<file path="config.mk">
export PLATFORM = sky130hd
export DESIGN_NAME = tsup_top
export DESIGN_NICKNAME = d
export VERILOG_FILES = /design/src/rtl/tsup_pkg.sv /design/src/rtl/tsup_limit_slot.sv /design/src/rtl/tsup_compare.sv /design/src/rtl/tsup_status.sv /design/src/rtl/tsup_shutdown.sv /design/src/rtl/tsup_top.sv
export SDC_FILE = /design/constraint.sdc
export NUM_CORES = 1
export LEC_CHECK = 0
export CORE_ASPECT_RATIO = 1.75
export CORE_MARGIN = 3
export CORE_UTILIZATION = 64
export CTS_BUF_LIST = sky130_fd_sc_hd__clkbuf_4 sky130_fd_sc_hd__clkbuf_8
export DETAILED_ROUTE_END_ITERATION = 12
export PLACE_DENSITY = 0.87
export SLEW_MARGIN = 15
export SYNTH_ARGS = -nofsm -noshare
export SYNTH_HDL_FRONTEND = slang
export SYNTH_SLANG_ARGS = --single-unit
</file>
<file path="constraint.sdc">
create_clock -name clk -period 3 [get_ports clk]
set_input_delay 0.6 -clock clk [delete_from_list [all_inputs] [get_ports clk]]
set_output_delay 0.6 -clock clk [all_outputs]
set_load 0.1 [all_outputs]
</file>
<file path="src/rtl/tsup_pkg.sv">
package tsup_pkg;

    // Lock state of one critical limit slot
    typedef enum logic {
        SLOT_OPEN   = 1'b0,
        SLOT_LOCKED = 1'b1
    } slot_state_e;

    // Shutdown output state
    typedef enum logic {
        SD_ARMED   = 1'b0,
        SD_TRIPPED = 1'b1
    } sd_state_e;

    // Register map (channel offsets are added to the bases)
    localparam int CRIT_BASE  = 'h00;
    localparam int HIGH_BASE  = 'h10;
    localparam int CFG_ADDR   = 'h20;
    localparam int CSTAT_ADDR = 'h21;
    localparam int ISTAT_ADDR = 'h22;
    localparam int AMASK_ADDR = 'h23;

    // Reset values
    localparam int CRIT_RST = 'h64;
    localparam int HIGH_RST = 'h55;

    // Bit positions in configuration and mask registers
    localparam int CFG_SILENCE_BIT = 7;
    localparam int MSK_INT0_BIT    = 6;
    localparam int MSK_INT1_BIT    = 7;

endpackage

</file>
<file path="src/rtl/tsup_limit_slot.sv">
module tsup_limit_slot
    import tsup_pkg::*;
#(
    parameter int               DW        = 8,
    parameter int               AW        = 8,
    parameter logic [AW-1:0]    SLOT_ADDR = '0,
    parameter logic [DW-1:0]    RST_VAL   = '0
) (
    input  logic          clk,
    input  logic          rst_n,
    input  logic          wr_en,
    input  logic [AW-1:0] addr,
    input  logic [DW-1:0] wdata,
    output logic [DW-1:0] limit,
    output logic          linked
);

    slot_state_e state_q, state_d;
    logic        hit;
    logic        take;

    assign hit = wr_en && (addr == SLOT_ADDR);

    // next state and capture enable
    always_comb begin
        state_d = state_q;
        take    = 1'b0;
        unique case (state_q)
            SLOT_OPEN: begin
                if (hit) begin
                    state_d = SLOT_LOCKED;
                    take    = 1'b1;
                end
            end
            SLOT_LOCKED: begin
                state_d = SLOT_LOCKED;
            end
        endcase
    end

    // state register
    always_ff @(posedge clk or negedge rst_n) begin
        if (!rst_n) state_q <= SLOT_OPEN;
        else        state_q <= state_d;
    end

    // limit storage
    always_ff @(posedge clk or negedge rst_n) begin
        if (!rst_n)    limit <= RST_VAL;
        else if (take) limit <= wdata;
    end

    assign linked = (state_q == SLOT_LOCKED);

endmodule

</file>
<file path="src/rtl/tsup_compare.sv">
module tsup_compare #(
    parameter int NCH = 4,
    parameter int DW  = 8
) (
    input  logic                  clk,
    input  logic                  rst_n,
    input  logic                  t_valid,
    input  logic [NCH*DW-1:0]     temp_bus,
    input  logic [NCH*DW-1:0]     crit_lim,
    input  logic [(NCH-1)*DW-1:0] high_lim,
    output logic [NCH-1:0]        crit_now,
    output logic [NCH-1:0]        high_now,
    output logic [NCH-1:0]        crit_hot,
    output logic [NCH-1:0]        high_hot
);

    for (genvar g = 0; g < NCH; g++) begin : g_ch
        logic signed [DW-1:0] t_s;
        logic signed [DW-1:0] c_s;
        assign t_s         = temp_bus[g*DW +: DW];
        assign c_s         = crit_lim[g*DW +: DW];
        assign crit_now[g] = (t_s > c_s);
        if (g == 0) begin : g_internal
            assign high_now[g] = 1'b0;
        end else begin : g_remote
            logic signed [DW-1:0] h_s;
            assign h_s         = high_lim[(g-1)*DW +: DW];
            assign high_now[g] = (t_s >= h_s);
        end
    end

    // hold the last comparison results between readings
    always_ff @(posedge clk or negedge rst_n) begin
        if (!rst_n) begin
            crit_hot <= '0;
            high_hot <= '0;
        end else if (t_valid) begin
            crit_hot <= crit_now;
            high_hot <= high_now;
        end
    end

endmodule

</file>
<file path="src/rtl/tsup_status.sv">
module tsup_status #(
    parameter int NCH = 4
) (
    input  logic           clk,
    input  logic           rst_n,
    input  logic           t_valid,
    input  logic [NCH-1:0] crit_now,
    input  logic [NCH-1:0] high_now,
    input  logic [NCH-1:0] crit_hot,
    input  logic [NCH-1:0] high_hot,
    input  logic [NCH-1:0] linked,
    input  logic           rd_cstat,
    input  logic           rd_istat,
    input  logic           alert_off,
    input  logic [NCH-1:0] crit_msk,
    input  logic [1:0]     int_msk,
    output logic [NCH-1:0] crit_st,
    output logic [1:0]     int_st,
    output logic           alert
);

    logic [NCH-1:0] c_set, c_keep;
    logic [1:0]     i_set, i_keep;

    always_comb begin
        c_set     = t_valid ? (crit_now & linked) : '0;
        i_set[0]  = |c_set;
        i_set[1]  = t_valid && (|high_now);
        c_keep    = rd_cstat ? (crit_hot & linked) : '1;
        i_keep[0] = rd_istat ? (|(crit_hot & linked)) : 1'b1;
        i_keep[1] = rd_istat ? (|high_hot) : 1'b1;
    end

    // clear-if-absent first, then set; set wins on the same edge
    always_ff @(posedge clk or negedge rst_n) begin
        if (!rst_n) begin
            crit_st <= '0;
            int_st  <= '0;
        end else begin
            crit_st <= (crit_st & c_keep) | c_set;
            int_st  <= (int_st & i_keep) | i_set;
        end
    end

    assign alert = !alert_off &&
                   ((|(crit_st & ~crit_msk)) || (|(int_st & ~int_msk)));

endmodule

</file>
<file path="src/rtl/tsup_shutdown.sv">
module tsup_shutdown
    import tsup_pkg::*;
(
    input  logic clk,
    input  logic rst_n,
    input  logic trip,
    output logic shdn_n
);

    sd_state_e state_q, state_d;

    always_comb begin
        state_d = state_q;
        unique case (state_q)
            SD_ARMED:   if (trip)  state_d = SD_TRIPPED;
            SD_TRIPPED: if (!trip) state_d = SD_ARMED;
        endcase
    end

    always_ff @(posedge clk or negedge rst_n) begin
        if (!rst_n) state_q <= SD_ARMED;
        else        state_q <= state_d;
    end

    assign shdn_n = (state_q != SD_TRIPPED);

endmodule

</file>
<file path="src/rtl/tsup_top.sv">
module tsup_top
    import tsup_pkg::*;
#(
    parameter int NCH = 4,
    parameter int DW  = 8,
    parameter int AW  = 8
) (
    input  logic              clk,
    input  logic              rst_n,
    input  logic              temp_valid,
    input  logic [NCH*DW-1:0] temp_bus,
    input  logic [AW-1:0]     reg_addr,
    input  logic [DW-1:0]     reg_wdata,
    input  logic              reg_wr,
    input  logic              reg_rd,
    output logic [DW-1:0]     reg_rdata,
    output logic              shdn_n,
    output logic              alert
);

    localparam int            NREM  = NCH - 1;
    localparam logic [AW-1:0] A_CFG = AW'(CFG_ADDR);
    localparam logic [AW-1:0] A_CST = AW'(CSTAT_ADDR);
    localparam logic [AW-1:0] A_IST = AW'(ISTAT_ADDR);
    localparam logic [AW-1:0] A_MSK = AW'(AMASK_ADDR);

    logic [NCH*DW-1:0]  crit_lim;
    logic [NCH-1:0]     linked;
    logic [DW-1:0]      high_q [NREM];
    logic [NREM*DW-1:0] high_lim;
    logic               alert_off_q;
    logic [NREM-1:0]    hilink_q;
    logic [NCH-1:0]     crit_msk_q;
    logic [1:0]         int_msk_q;
    logic [NCH-1:0]     crit_now, high_now, crit_hot, high_hot;
    logic [NCH-1:0]     crit_st;
    logic [1:0]         int_st;
    logic               trip;
    logic [DW-1:0]      rd_mux;

    // write-once critical limit slots
    for (genvar g = 0; g < NCH; g++) begin : g_slot
        tsup_limit_slot #(
            .DW       (DW),
            .AW       (AW),
            .SLOT_ADDR(AW'(CRIT_BASE + g)),
            .RST_VAL  (DW'(CRIT_RST))
        ) u_slot (
            .clk   (clk),
            .rst_n (rst_n),
            .wr_en (reg_wr),
            .addr  (reg_addr),
            .wdata (reg_wdata),
            .limit (crit_lim[g*DW +: DW]),
            .linked(linked[g])
        );
    end

    // freely writable high limits for remote channels 1..NCH-1
    for (genvar g = 0; g < NREM; g++) begin : g_high
        always_ff @(posedge clk or negedge rst_n) begin
            if (!rst_n)
                high_q[g] <= DW'(HIGH_RST);
            else if (reg_wr && reg_addr == AW'(HIGH_BASE + g + 1))
                high_q[g] <= reg_wdata;
        end
        assign high_lim[g*DW +: DW] = high_q[g];
    end

    // configuration and mask registers
    always_ff @(posedge clk or negedge rst_n) begin
        if (!rst_n) begin
            alert_off_q <= 1'b0;
            hilink_q    <= '0;
            crit_msk_q  <= '0;
            int_msk_q   <= '0;
        end else if (reg_wr) begin
            if (reg_addr == A_CFG) begin
                alert_off_q <= reg_wdata[CFG_SILENCE_BIT];
                hilink_q    <= reg_wdata[NCH-1:1];
            end
            if (reg_addr == A_MSK) begin
                crit_msk_q <= reg_wdata[NCH-1:0];
                int_msk_q  <= {reg_wdata[MSK_INT1_BIT], reg_wdata[MSK_INT0_BIT]};
            end
        end
    end

    tsup_compare #(
        .NCH(NCH),
        .DW (DW)
    ) u_cmp (
        .clk     (clk),
        .rst_n   (rst_n),
        .t_valid (temp_valid),
        .temp_bus(temp_bus),
        .crit_lim(crit_lim),
        .high_lim(high_lim),
        .crit_now(crit_now),
        .high_now(high_now),
        .crit_hot(crit_hot),
        .high_hot(high_hot)
    );

    tsup_status #(
        .NCH(NCH)
    ) u_stat (
        .clk      (clk),
        .rst_n    (rst_n),
        .t_valid  (temp_valid),
        .crit_now (crit_now),
        .high_now (high_now),
        .crit_hot (crit_hot),
        .high_hot (high_hot),
        .linked   (linked),
        .rd_cstat (reg_rd && reg_addr == A_CST),
        .rd_istat (reg_rd && reg_addr == A_IST),
        .alert_off(alert_off_q),
        .crit_msk (crit_msk_q),
        .int_msk  (int_msk_q),
        .crit_st  (crit_st),
        .int_st   (int_st),
        .alert    (alert)
    );

    assign trip = (|(crit_hot & linked)) || (|(high_hot[NCH-1:1] & hilink_q));

    tsup_shutdown u_sd (
        .clk   (clk),
        .rst_n (rst_n),
        .trip  (trip),
        .shdn_n(shdn_n)
    );

    // read data selection
    always_comb begin
        rd_mux = '0;
        for (int i = 0; i < NCH; i++) begin
            if (reg_addr == AW'(CRIT_BASE + i)) rd_mux = crit_lim[i*DW +: DW];
        end
        for (int i = 0; i < NREM; i++) begin
            if (reg_addr == AW'(HIGH_BASE + i + 1)) rd_mux = high_q[i];
        end
        if (reg_addr == A_CFG) begin
            rd_mux[CFG_SILENCE_BIT] = alert_off_q;
            rd_mux[NCH-1:1]         = hilink_q;
        end
        if (reg_addr == A_CST) rd_mux[NCH-1:0] = crit_st;
        if (reg_addr == A_IST) rd_mux[1:0]     = int_st;
        if (reg_addr == A_MSK) begin
            rd_mux[NCH-1:0]      = crit_msk_q;
            rd_mux[MSK_INT0_BIT] = int_msk_q[0];
            rd_mux[MSK_INT1_BIT] = int_msk_q[1];
        end
    end

    always_ff @(posedge clk or negedge rst_n) begin
        if (!rst_n)      reg_rdata <= '0;
        else if (reg_rd) reg_rdata <= rd_mux;
    end

endmodule

</file>
==> impl_metrics.py <==
metrics = {
    "status": {
        "status": "finished clean",
    },
    "global_routing": {
        "grt_usage_pct": 36.7,
        "grt_pass1_vias": 5346,
        "grt_start_max_net_pins": 93,
        "overflow": 0,
        "grt_pass1_wl_mm": 28.5,
        "antenna_found_initial": 0,
    },
    "layout": {
        "fin_area_sq_mm": 0.00689,
        "diodes": 0,
        "fin_nets": 768,
        "areaGrowthSynthToFinish_pct": 17.9,
        "drive_gt1_share_pct": 21.5,
        "seq_area_sq_mm": 0.00233,
        "fill_cells": 612,
        "multiInputGateArea_sq_mm": 0.00315,
        "stdcell_count": 781,
    },
    "timing": {
        "period_needed_ps": 2590,
        "worst_slew_pin_slew_ps": 725,
        "final_hold_viol_count": 0,
        "slew_headroom_pct": 51.5,
        "rsz0062_at_grt": "no",
        "drv_slew": 0,
        "fmax_mhz": 387,
        "skew_ps": 12.7,
        "setup_viol": 0,
        "setup_slack_ps": 414,
        "finalSetupTns_ps": 0,
        "min_period_over_period_pct": 86.2,
    },
    "logic_synthesis": {
        "synth_ff_type": "dfrtp_1",
        "syn_nets": 696,
        "synth_edf_count": 0,
        "synth_cell_types": 55,
        "synth_area_sq_mm": 0.00584,
        "syn_inst": 587,
        "synth-async-reset-ratio_pct": 100,
        "syn_avg_cell_area_sq_um": 9.95,
        "yosysWarnings": 0,
        "ys_seq_area_share_pct": 39.9,
        "synth-seq-cells": 92,
    },
    "route": {
        "drt_iter0_markers": 595,
        "num_vias": 5064,
        "postRouteAntennaNets": 0,
        "wirelength_mm": 18.1,
        "post_drt_wl_per_cell_um": 23.2,
        "dr.pass1.iters": 8,
        "drc_errors": 0,
        "vias_per_cell": 6.48,
    },
    "setup_path": {
        "worst_ep_arrival_time_ps": 2860,
        "worstSetupPathType": "in -> reg",
        "startpoint_type": "input pin",
        "crit_required_ps": 3270,
        "timing.critical_path.cells": "clkdlybuf4s50_1, nor4_1, nand2_1, or3_1, mux2_2",
        "crit_path_end_kind": "register",
        "crit_slowest_cell": "or3_1",
        "crit_fanout": 8,
        "slowest_delay_ps": 590,
    },
    "clock_network": {
        "post_cts.repair.setup_buffers": 0,
        "clkLatencyLatePin_ps": 390,
        "path_clk_slew_ps": 100,
        "post_cts_resized": 0,
        "cts_buffers": 9,
        "cts.sinks": 92,
        "cts_tree": "done",
        "htree_levels": 3,
        "clockRootBuffer": "clkbuf_8",
        "cts_buffer_depth": 2,
        "hold_buffers": 0,
    },
    "placement": {
        "placed_cells": 765,
        "post-place-ws_ps": 40.4,
        "io_buffers": 62,
        "placed_cell_area_sq_mm": 0.00666,
        "dp_hpwl_mm": 14.1,
        "gp_congestion": 1.08,
    },
    "pwr": {
        "p_leak_nw": 2.99,
        "peakVddDrop_mv": 0.480,
        "power_mw": 2.94,
        "power_density_mw_per_mm2": 427,
    },
    "die": {
        "core_sq_mm": 0.00878,
        "die-area_sq_mm": 0.0103,
        "die_w_um": 78.2,
        "start_util_pct": 66.5,
        "die_y_um": 132,
        "boundaryPins": 63,
        "num_rows": 45,
    },
    "min_path": {
        "hp-class": "in -> async",
    },
    "run": {
        "max_cap_viol_count": 0,
    },
}
-- cell families after synthesis --
logic type      after synthesis  synth area share, %
compound gates              139                 16.3
flops                        92                 39.9
mux                          73                 14.0
simple gates                135                 11.7
fa+ha+maj                    56                 12.0
buf+inv                      92                 6.06
-- through the flow --
step                      hold WS (ps)  util (%)
after floorplan                    304         -
after global placement             488      75.8
after detailed placement           496      75.8
after CTS                          263      78.4
after global routing               269      78.4
final                              233      78.4
-- state kept, by name (all words and copies together), names as in the netlist --
name,flops
g_slot.u_slot.limit,32
alert_off_q,1
u_cmp.crit_hot,4
u_sd.state_q,1
u_stat.crit_st,4
high_lim,24
u_cmp.high_hot,3
u_stat.int_st,2
hilink_q,3
g_slot.u_slot.linked,4
int_msk_q,2
crit_msk_q,4
reg_rdata,8
-- per-layer routing --
layer / track usage [%] / part of all wire, %
met5: 0 / 0
met2: 65.6 / 53
met4: 23.8 / 7.4
met3: 5.88 / 5.7
met1: 38.9 / 34
-- power by group --
| group | switching [mW] | internal, mW | total, mW | leakage, nW |
|---|---|---|---|---|
| logic | 0.344 | 0.235 | 0.578 | 1.74 |
| registers | 0.0705 | 1.33 | 1.40 | 1.13 |
| clock network | 0.482 | 0.482 | 0.965 | 0.115 |
| total | 0.897 | 2.04 | 2.94 | 2.99 |
-- cells in the final DEF, fill, tap and decap left out, types with 4 or more instances in the layout --
cell type / n
mux2_2: 67
o2111ai_1: 5
clkdlybuf4s50_1: 51
inv_1: 73
nor2_1: 36
a221oi_1: 6
or3_1: 5
dfstp_2: 24
nor3_1: 8
buf_4: 27
inv_6: 4
nand2b_1: 10
o21ai_0: 32
a31oi_1: 8
dfrtp_1: 68
a22oi_1: 4
o211ai_1: 6
nand2_1: 36
nand4_1: 6
clkbuf_8: 9
nand3_1: 10
nor2b_1: 7
ha_1: 56
mux2i_1: 6
a211oi_1: 11
a21oi_1: 25
a21o_1: 6
o32ai_1: 4
o221ai_1: 6
-- critical path: cells and delay by family --
| family | cells | cell delay [ps] |
|---|---|---|
| AND/OR/NAND/NOR | 3 | 1430 |
| buffers and inverters | 1 | 510 |
| multiplexers | 1 | 320 |
-- area by class of cell --
class                      count  share of cell area (%)
clock buffer                   9                    1.80
clock inverter                 7                    1.51
inverter                      73                    3.98
multi-input combinational    403                    45.8
sequential                    92                    33.9
tap                          117                    2.13
timing repair buffer          80                    10.9
-- synth_stat cells, types with 7 or more instances --
| master | number | area share (%) |
|---|---|---|
| ha_1 | 56 | 12 |
| buf_2 | 7 | 0.60 |
| nand2b_1 | 10 | 1.1 |
| o21ai_0 | 32 | 2.7 |
| nand2_1 | 36 | 2.3 |
| a31oi_1 | 8 | 0.86 |
| inv_1 | 73 | 4.7 |
| a211oi_1 | 11 | 1.4 |
| nor3_1 | 8 | 0.69 |
| dfstp_2 | 24 | 11 |
| nor2_1 | 36 | 2.3 |
| clkbuf_1 | 11 | 0.71 |
| a21oi_1 | 25 | 2.1 |
| nor2b_1 | 7 | 0.75 |
| mux2_2 | 67 | 13 |
| dfrtp_1 | 68 | 29 |
| nand3_1 | 10 | 0.86 |
-- path summary, 6_finish.rpt --
kind / endpoint / cells after the start / startpoint / slack, ps
max in group asynchronous: g_slot[1].u_slot.limit[6] / 2 / rst_n / 2360
worst min-delay path: u_stat.int_st[1] / 2 / rst_n / 230
worst min register to register: high_lim[5] / 1 / high_lim[5] / 530
worst max register to register: u_stat.int_st[0] / 7 / g_slot[0].u_slot.limit[5] / 770
min in group clk: high_lim[5] / 1 / high_lim[5] / 530
worst max-delay path: g_slot[3].u_slot.limit[4] / 5 / reg_addr[5] / 410
No activity file was read; power rests on OpenSTA's default activity.
